File: config.mk
export PLATFORM = sky130hd
export DESIGN_NAME = casc_counter4
export DESIGN_NICKNAME = d
export VERILOG_FILES = /design/src/rtl/cnt4_pkg.sv /design/src/rtl/cnt4_decide.sv /design/src/rtl/cnt4_step.sv /design/src/rtl/cnt4_state.sv /design/src/rtl/casc_counter4.sv
export SDC_FILE = /design/constraint.sdc
export NUM_CORES = 1
export LEC_CHECK = 0
export ABC_AREA = 0
export BUFFER_PORTS_ARGS = -buffer_cell sky130_fd_sc_hd__buf_2
export CAP_MARGIN = 10
export CORE_AREA = 2 2 39 41
export CTS_CLUSTER_DIAMETER = 60
export CTS_CLUSTER_SIZE = 12
export DETAILED_ROUTE_END_ITERATION = 10
export DIE_AREA = 0 0 41 43
export GPL_ROUTABILITY_DRIVEN = 1
export PLACE_DENSITY = 0.51
export SETUP_SLACK_MARGIN = 0.5
export SYNTH_ARGS = -nofsm -noshare
export SYNTH_HDL_FRONTEND = slang
export SYNTH_SLANG_ARGS = --single-unit
File: constraint.sdc
create_clock -name clk -period 2.6 [get_ports clk]
set_input_delay 0.39 -clock clk [delete_from_list [all_inputs] [get_ports clk]]
set_output_delay 0.39 -clock clk [all_outputs]
set_load 0.02 [all_outputs]
File: src/rtl/cnt4_pkg.sv
package cnt4_pkg;

  // Action chosen for the next rising edge, in precedence order
  typedef enum logic [1:0] {
    ACT_HOLD  = 2'd0,
    ACT_COUNT = 2'd1,
    ACT_LOAD  = 2'd2,
    ACT_CLEAR = 2'd3
  } act_e;

endpackage

File: src/rtl/cnt4_decide.sv
module cnt4_decide
  import cnt4_pkg::*;
(
  input  logic clr_n,
  input  logic load_n,
  input  logic en_p,
  input  logic en_t,
  output act_e act
);

  // Clear beats load, load beats count
  always_comb begin
    if (!clr_n)
      act = ACT_CLEAR;
    else if (!load_n)
      act = ACT_LOAD;
    else if (en_p && en_t)
      act = ACT_COUNT;
    else
      act = ACT_HOLD;
  end

endmodule

File: src/rtl/cnt4_step.sv
module cnt4_step #(
  parameter int WIDTH  = 4,
  parameter bit DECADE = 1'b0
) (
  input  logic [WIDTH-1:0] q,
  output logic [WIDTH-1:0] q_inc,
  output logic             at_last
);

  localparam logic [WIDTH-1:0] LAST = DECADE ? WIDTH'(9) : {WIDTH{1'b1}};

  // Values above LAST (ten-state build only) roll over naturally at the
  // top of the register
  always_comb begin
    at_last = (q == LAST);
    if (at_last)
      q_inc = '0;
    else
      q_inc = q + 1'b1;
  end

endmodule

File: src/rtl/cnt4_state.sv
module cnt4_state
  import cnt4_pkg::*;
#(
  parameter int WIDTH     = 4,
  parameter bit ASYNC_CLR = 1'b0
) (
  input  logic             clk,
  input  logic             clr_n,
  input  act_e             act,
  input  logic [WIDTH-1:0] din,
  input  logic [WIDTH-1:0] q_inc,
  output logic [WIDTH-1:0] q
);

  logic [WIDTH-1:0] q_nxt;
  logic             q_en;

  always_comb begin
    q_en  = (act != ACT_HOLD);
    q_nxt = q;
    case (act)
      ACT_CLEAR: q_nxt = '0;
      ACT_LOAD:  q_nxt = din;
      ACT_COUNT: q_nxt = q_inc;
      default:   q_nxt = q;
    endcase
  end

  generate
    if (ASYNC_CLR) begin : g_async_clr
      always_ff @(posedge clk or negedge clr_n) begin
        if (!clr_n)
          q <= '0;
        else if (q_en)
          q <= q_nxt;
      end
    end else begin : g_sync_clr
      always_ff @(posedge clk) begin
        if (q_en)
          q <= q_nxt;
      end
    end
  endgenerate

endmodule

File: src/rtl/casc_counter4.sv
module casc_counter4
  import cnt4_pkg::*;
#(
  parameter int WIDTH     = 4,
  parameter bit DECADE    = 1'b0,
  parameter bit ASYNC_CLR = 1'b0
) (
  input  logic             clk,
  input  logic             clr_n,
  input  logic             load_n,
  input  logic [WIDTH-1:0] din,
  input  logic             en_p,
  input  logic             en_t,
  output logic [WIDTH-1:0] q,
  output logic             carry
);

  act_e             act;
  logic [WIDTH-1:0] q_inc;
  logic             at_last;

  cnt4_decide u_decide (
    .clr_n  (clr_n),
    .load_n (load_n),
    .en_p   (en_p),
    .en_t   (en_t),
    .act    (act)
  );

  cnt4_step #(
    .WIDTH  (WIDTH),
    .DECADE (DECADE)
  ) u_step (
    .q       (q),
    .q_inc   (q_inc),
    .at_last (at_last)
  );

  cnt4_state #(
    .WIDTH     (WIDTH),
    .ASYNC_CLR (ASYNC_CLR)
  ) u_state (
    .clk   (clk),
    .clr_n (clr_n),
    .act   (act),
    .din   (din),
    .q_inc (q_inc),
    .q     (q)
  );

  // The carry does not wait for a register stage, so a chain of stages
  // sees it within the same clock period
  assign carry = en_t & at_last;

endmodule

======== Yosys cells after proc, flatten, opt, wreduce, memory -nomap -nowiden ========
Index checks and enable logic that the tools add are counted.
storage, ports and cells
  register bits ........................... 4
  logic and storage cells ................. 16
cells by class
  add/sub/neg operators ................... 1
  equality and inequality tests ........... 4
  multiplexer cells ....................... 5
  bitwise logic cells ..................... 1
  reductions and logical operators ........ 4
operators by type and width
  cell                                                              number
  4-bit case mux with 3 select lines                                1
  4-bit by 1-bit adder with 4-bit output (second input constant)    1
  2-bit == test (second input constant)                             2
  4-bit == test (second input constant)                             1
  2-bit two-way mux                                                 2
  4-bit two-way mux                                                 1
  3-bit nonzero test                                                1
  2-bit by 1-bit == test with 1-bit output (second input constant)  1
  2-bit AND reduction                                               1
  2-bit nonzero test                                                1
  1-bit AND                                                         1
  1-bit logical AND                                                 1
  1-bit two-way mux                                                 1

======== Logic depth before layout (Yosys ltp) ========
  word-level depth ........................ 7
  depth in mapped cells ................... 4

======== Hierarchy ========
From an unflattened synthesis, not the netlist that was laid out.
second synthesis, totals
  cells, all modules ...................... 31
  area total of the unflattened synthesis .. 311.5 um^2
modules (own cells, without submodules)
  module         times used  cells an instance  area each (um^2)
  cnt4_state     1           18                 224.0
  cnt4_step      1           9                  68.8
  cnt4_decide    1           3                  12.5
  casc_counter4  1           1                  6.3

======== Worst setup path after synthesis ========
Ideal clock, no wire load.
  path type ............................... register -> register
  start ................................... register u_state.q[0]
  end ..................................... register u_state.q[3], data pin
  setup time .............................. 0.158 ns
  data arrival time ....................... 1.331 ns
  data required time ...................... 2.442 ns
  setup slack ............................. 1.111 ns
  cell stages (with the launch flop) ...... 5
  path through ............................ edfxtp_1 ha_1 a21o_2 a211o_1 o211ai_1
between the ends
  cells in the longest elaborated chain, start to end .. 3
  elaborated cells on any way between the ends .. 4
ends and longest elaborated chain
  element                                                                         RTL line                          source
  from (decl)                                                                     cnt4_state.sv:12                  output logic [WIDTH-1:0] q
  from (signal assigned)                                                          cnt4_state.sv:40                  q <= q_nxt;
  4-bit by 1-bit adder with 4-bit output / 4-bit == test (equally long branches)  cnt4_step.sv:19, cnt4_step.sv:15
  4-bit two-way mux (*)                                                           cnt4_step.sv:16                   if (at_last)
  4-bit case mux with 3 select lines (*)                                          cnt4_state.sv:21                  case (act)
  via u_state.q_nxt[3]                                                            cnt4_state.sv:15                  logic [WIDTH-1:0] q_nxt;
The timed path passes the listed nets; every way through them passes the cells marked *.
A chain may end at the register's enable or synchronous reset.

======== Worst setup path after layout ========
  start ................................... register u_state.q[0]
  end ..................................... output carry
between the ends
  cells in the longest elaborated chain, start to end .. 2
ends and longest elaborated chain
  element        RTL line             source
  4-bit == test  cnt4_step.sv:15      at_last = (q == LAST);
  1-bit AND      casc_counter4.sv:53  assign carry = en_t & at_last;
  to (decl)      casc_counter4.sv:15  output logic carry
Every way passes these cells.

==> impl_metrics.tcl <==
set metrics [dict create \
    critPathMaxFanout 5 \
    synth.top_cell.area_share_pct 47.1 \
    synth_nets 34 \
    whs_path_depth 2 \
    via_per_inst 4.30 \
    antennaDiodeCount 0 \
    reg2reg_depth 4 \
    synth-compound-area-share_pct 20.1 \
    ys_seq_area_share_pct 47.1 \
    wl_per_cell_um 10.2 \
    post-cts-setup-buffers 0 \
    cts_buffers 3 \
    cap_violations 0 \
    hold_start "din[0]" \
    crit_chain "ha_1, and4_2, buf_2" \
    max_flop_register "u_state.q" \
    avgSynthCellArea_um2 10.6 \
    r2r_slack_ns 1.16 \
    critPathSlowestCell "edfxtp_1" \
    pre_cts_ws_ns 1.16 \
    routed_wl_um 573 \
    synthAdderAreaFrac_pct 4.90 \
    period_share_pct 65.0 \
    hold-path-endpoint "u_state.q[0]" \
    n_fill_cell 153 \
    crit_start "u_state.q[0]" \
    io_buffer_count 13 \
    ant_nets 0 \
    core_mm2 0.00138 \
    finalClockSkew_ns 0.000533 \
    slowest_delay_ns 0.44 \
    tns_ns 0 \
    largest_reg_flops 4 \
    root_buffer "clkbuf_4" \
    p_per_area_mw_per_mm2 537 \
    cp-start-kind "flip-flop" \
    muxShareOfSynthArea_pct 0 \
    synthesis.area_um2 255 \
    post-route-min-period_ns 1.69 \
    crit_type "flip-flop to primary output" \
    synth.area.top_cells "edfxtp_1, nand2_1, ha_1, nand4_2, and4_2" \
    cts_sinks 4 \
    ys_seq_elements 4 \
    pin_count 14 \
    synthCells 24 \
    htreeDepth 1 \
    first_pass_iters 4 \
    finalHoldViolCount 0 \
    multi_input_area_um2 128 \
    area_growth_pct 42.2 \
    synth_area_leader_cell "edfxtp_1" \
    required_ns 2.21 \
    gp_congestion 0.665 \
    grt_pass1_vias 229 \
    worstPathArrival_ns 1.30 \
    grt_setup_unrepaired "false" \
    drc 0 \
    cts.path.max_buffers 2 \
    max_freq_ghz 0.592 \
    cts_resized 0 \
    synth-xor-area-share_pct 3.43 \
    synth_top_family_by_area "simple AND/OR/NAND/NOR gates" \
    yosysUniqueCellTypes 16 \
    die-height_um 43 \
    final_layout_size_suffix_gt1_share_pct 47.5 \
    synthSimpleGateAreaFrac_pct 21.6 \
    regArea_um2 120 \
    hp-class "primary input to flip-flop" \
    cp-end-kind "primary output" \
    tightest_slew_ns 0.298 \
    reg_top3 "u_state.q x4" \
    grt_max_degree 7 \
    r2r-start "u_state.q[0]" \
    dr.first_iter.drc_count 3 \
    grt_overflow 0 \
    final-setup-viol-count 0 \
    status "finished clean" \
    grt_usage_pct 8.18 \
    dr_total_vias 241 \
    dieWidth_um 41 \
    r2r_end "u_state.q[3]" \
    cts_tree "built" \
    start_util_pct 18.4 \
    p_leak_nw 0.174 \
    clock_latency_ns 0.23 \
    yosysWarnings 0 \
    grt_pass1_wl_um 869 \
    hold_buffers 0 \
    drv_slew 0 \
    fin_nets 52 \
    timing.final.ws_setup_ns 0.911 \
    ir_worst_vdd_uv 136 \
    relSlewSlack_pct 80.1 \
    antenna_found_initial 0 \
    clk_pin_slew_ns 0.04 \
    core.rowCount 14 \
    die_area_mm2 0.00176 \
]
## worst max-delay path, delay by kind of cell, from the launching register on
kind                       cells  cell delay [ns]
DFF                            1             0.44
and+or+nand+nor                1             0.19
adders and majority gates      1             0.28
buffers and inverters          1             0.15
## metal layers
layer / global-route usage [%] / vias up / part of all wire, %
met3: 4.71 / 0 / 13
met1: 9.84 / 101 / 47
met4: 6.00 / 0 / 0
li1: - / 126 / -
met2: 10.3 / 14 / 39
met5: 0 / - / 0
## power by group
part           total (W)  switching (W)  internal (W)
sequential     0.0000840     0.00000618     0.0000778
combinational  0.0000337      0.0000192     0.0000145
clock          0.0000772      0.0000256     0.0000517
total           0.000195      0.0000509      0.000144
## synthesized netlist by cell type, drive strengths merged
cell,n
nor2b,1
o211ai,1
o21ai,2
a211o,1
and4,1
edfxtp,4
inv,2
ha,1
nand2,4
nand4,2
a21o,2
xnor2,1
a311oi,1
nand3,1
## layout make-up
| cell class | instances | share of cell area (%) |
|---|---|---|
| Clock buffer | 3 | 6.21 |
| Inverter | 2 | 2.07 |
| Sequential cell | 4 | 33.1 |
| Timing Repair Buffer | 13 | 17.9 |
| Multi-Input combinational cell | 18 | 35.2 |
| Tap cell | 16 | 5.52 |
## through the flow
step                area, um2  std cells  total power, W  hold slack [ns]  utilization, %
floorplan                 255         24        0.000103            0.576               -
global placement          340         53        0.000119            0.665            24.6
detailed placement        340         53        0.000119            0.677            24.6
CTS                       363         56        0.000197            0.435            26.2
global route              363         56        0.000206            0.440            26.2
finish                    363         56        0.000195            0.432            26.2
## cells by family after synthesis
kind of cell / count (synthesis)
and+or+nand+nor: 9
AOI/OAI and AO/OA: 7
DFF: 4
buffers and inverters: 2
xor gates and xnor gates: 1
adders and majority gates: 1
## worst max path at each step
stage / endpoint / slack, ns / cells past startpoint
finish: carry / 0.91 / 3
global route: carry / 0.86 / 3
floorplan: u_state.q[3] / 1.11 / 4
CTS: carry / 0.91 / 3
detailed placement: carry / 1.16 / 3
global placement: carry / 1.17 / 3
## cells in the final DEF, fill, tap and decap left out
cell      instances
nand4_2           1
nand4_1           1
a311oi_1          1
a21o_1            1
nand3_1           1
nand2_1           4
a21o_2            1
clkbuf_4          3
o211ai_1          1
buf_2            13
nor2b_1           1
xnor2_1           1
a211o_1           1
o21ai_0           2
ha_1              1
inv_1             2
and4_2            1
edfxtp_1          4
Note: power is estimated with default switching activity, not from simulation.
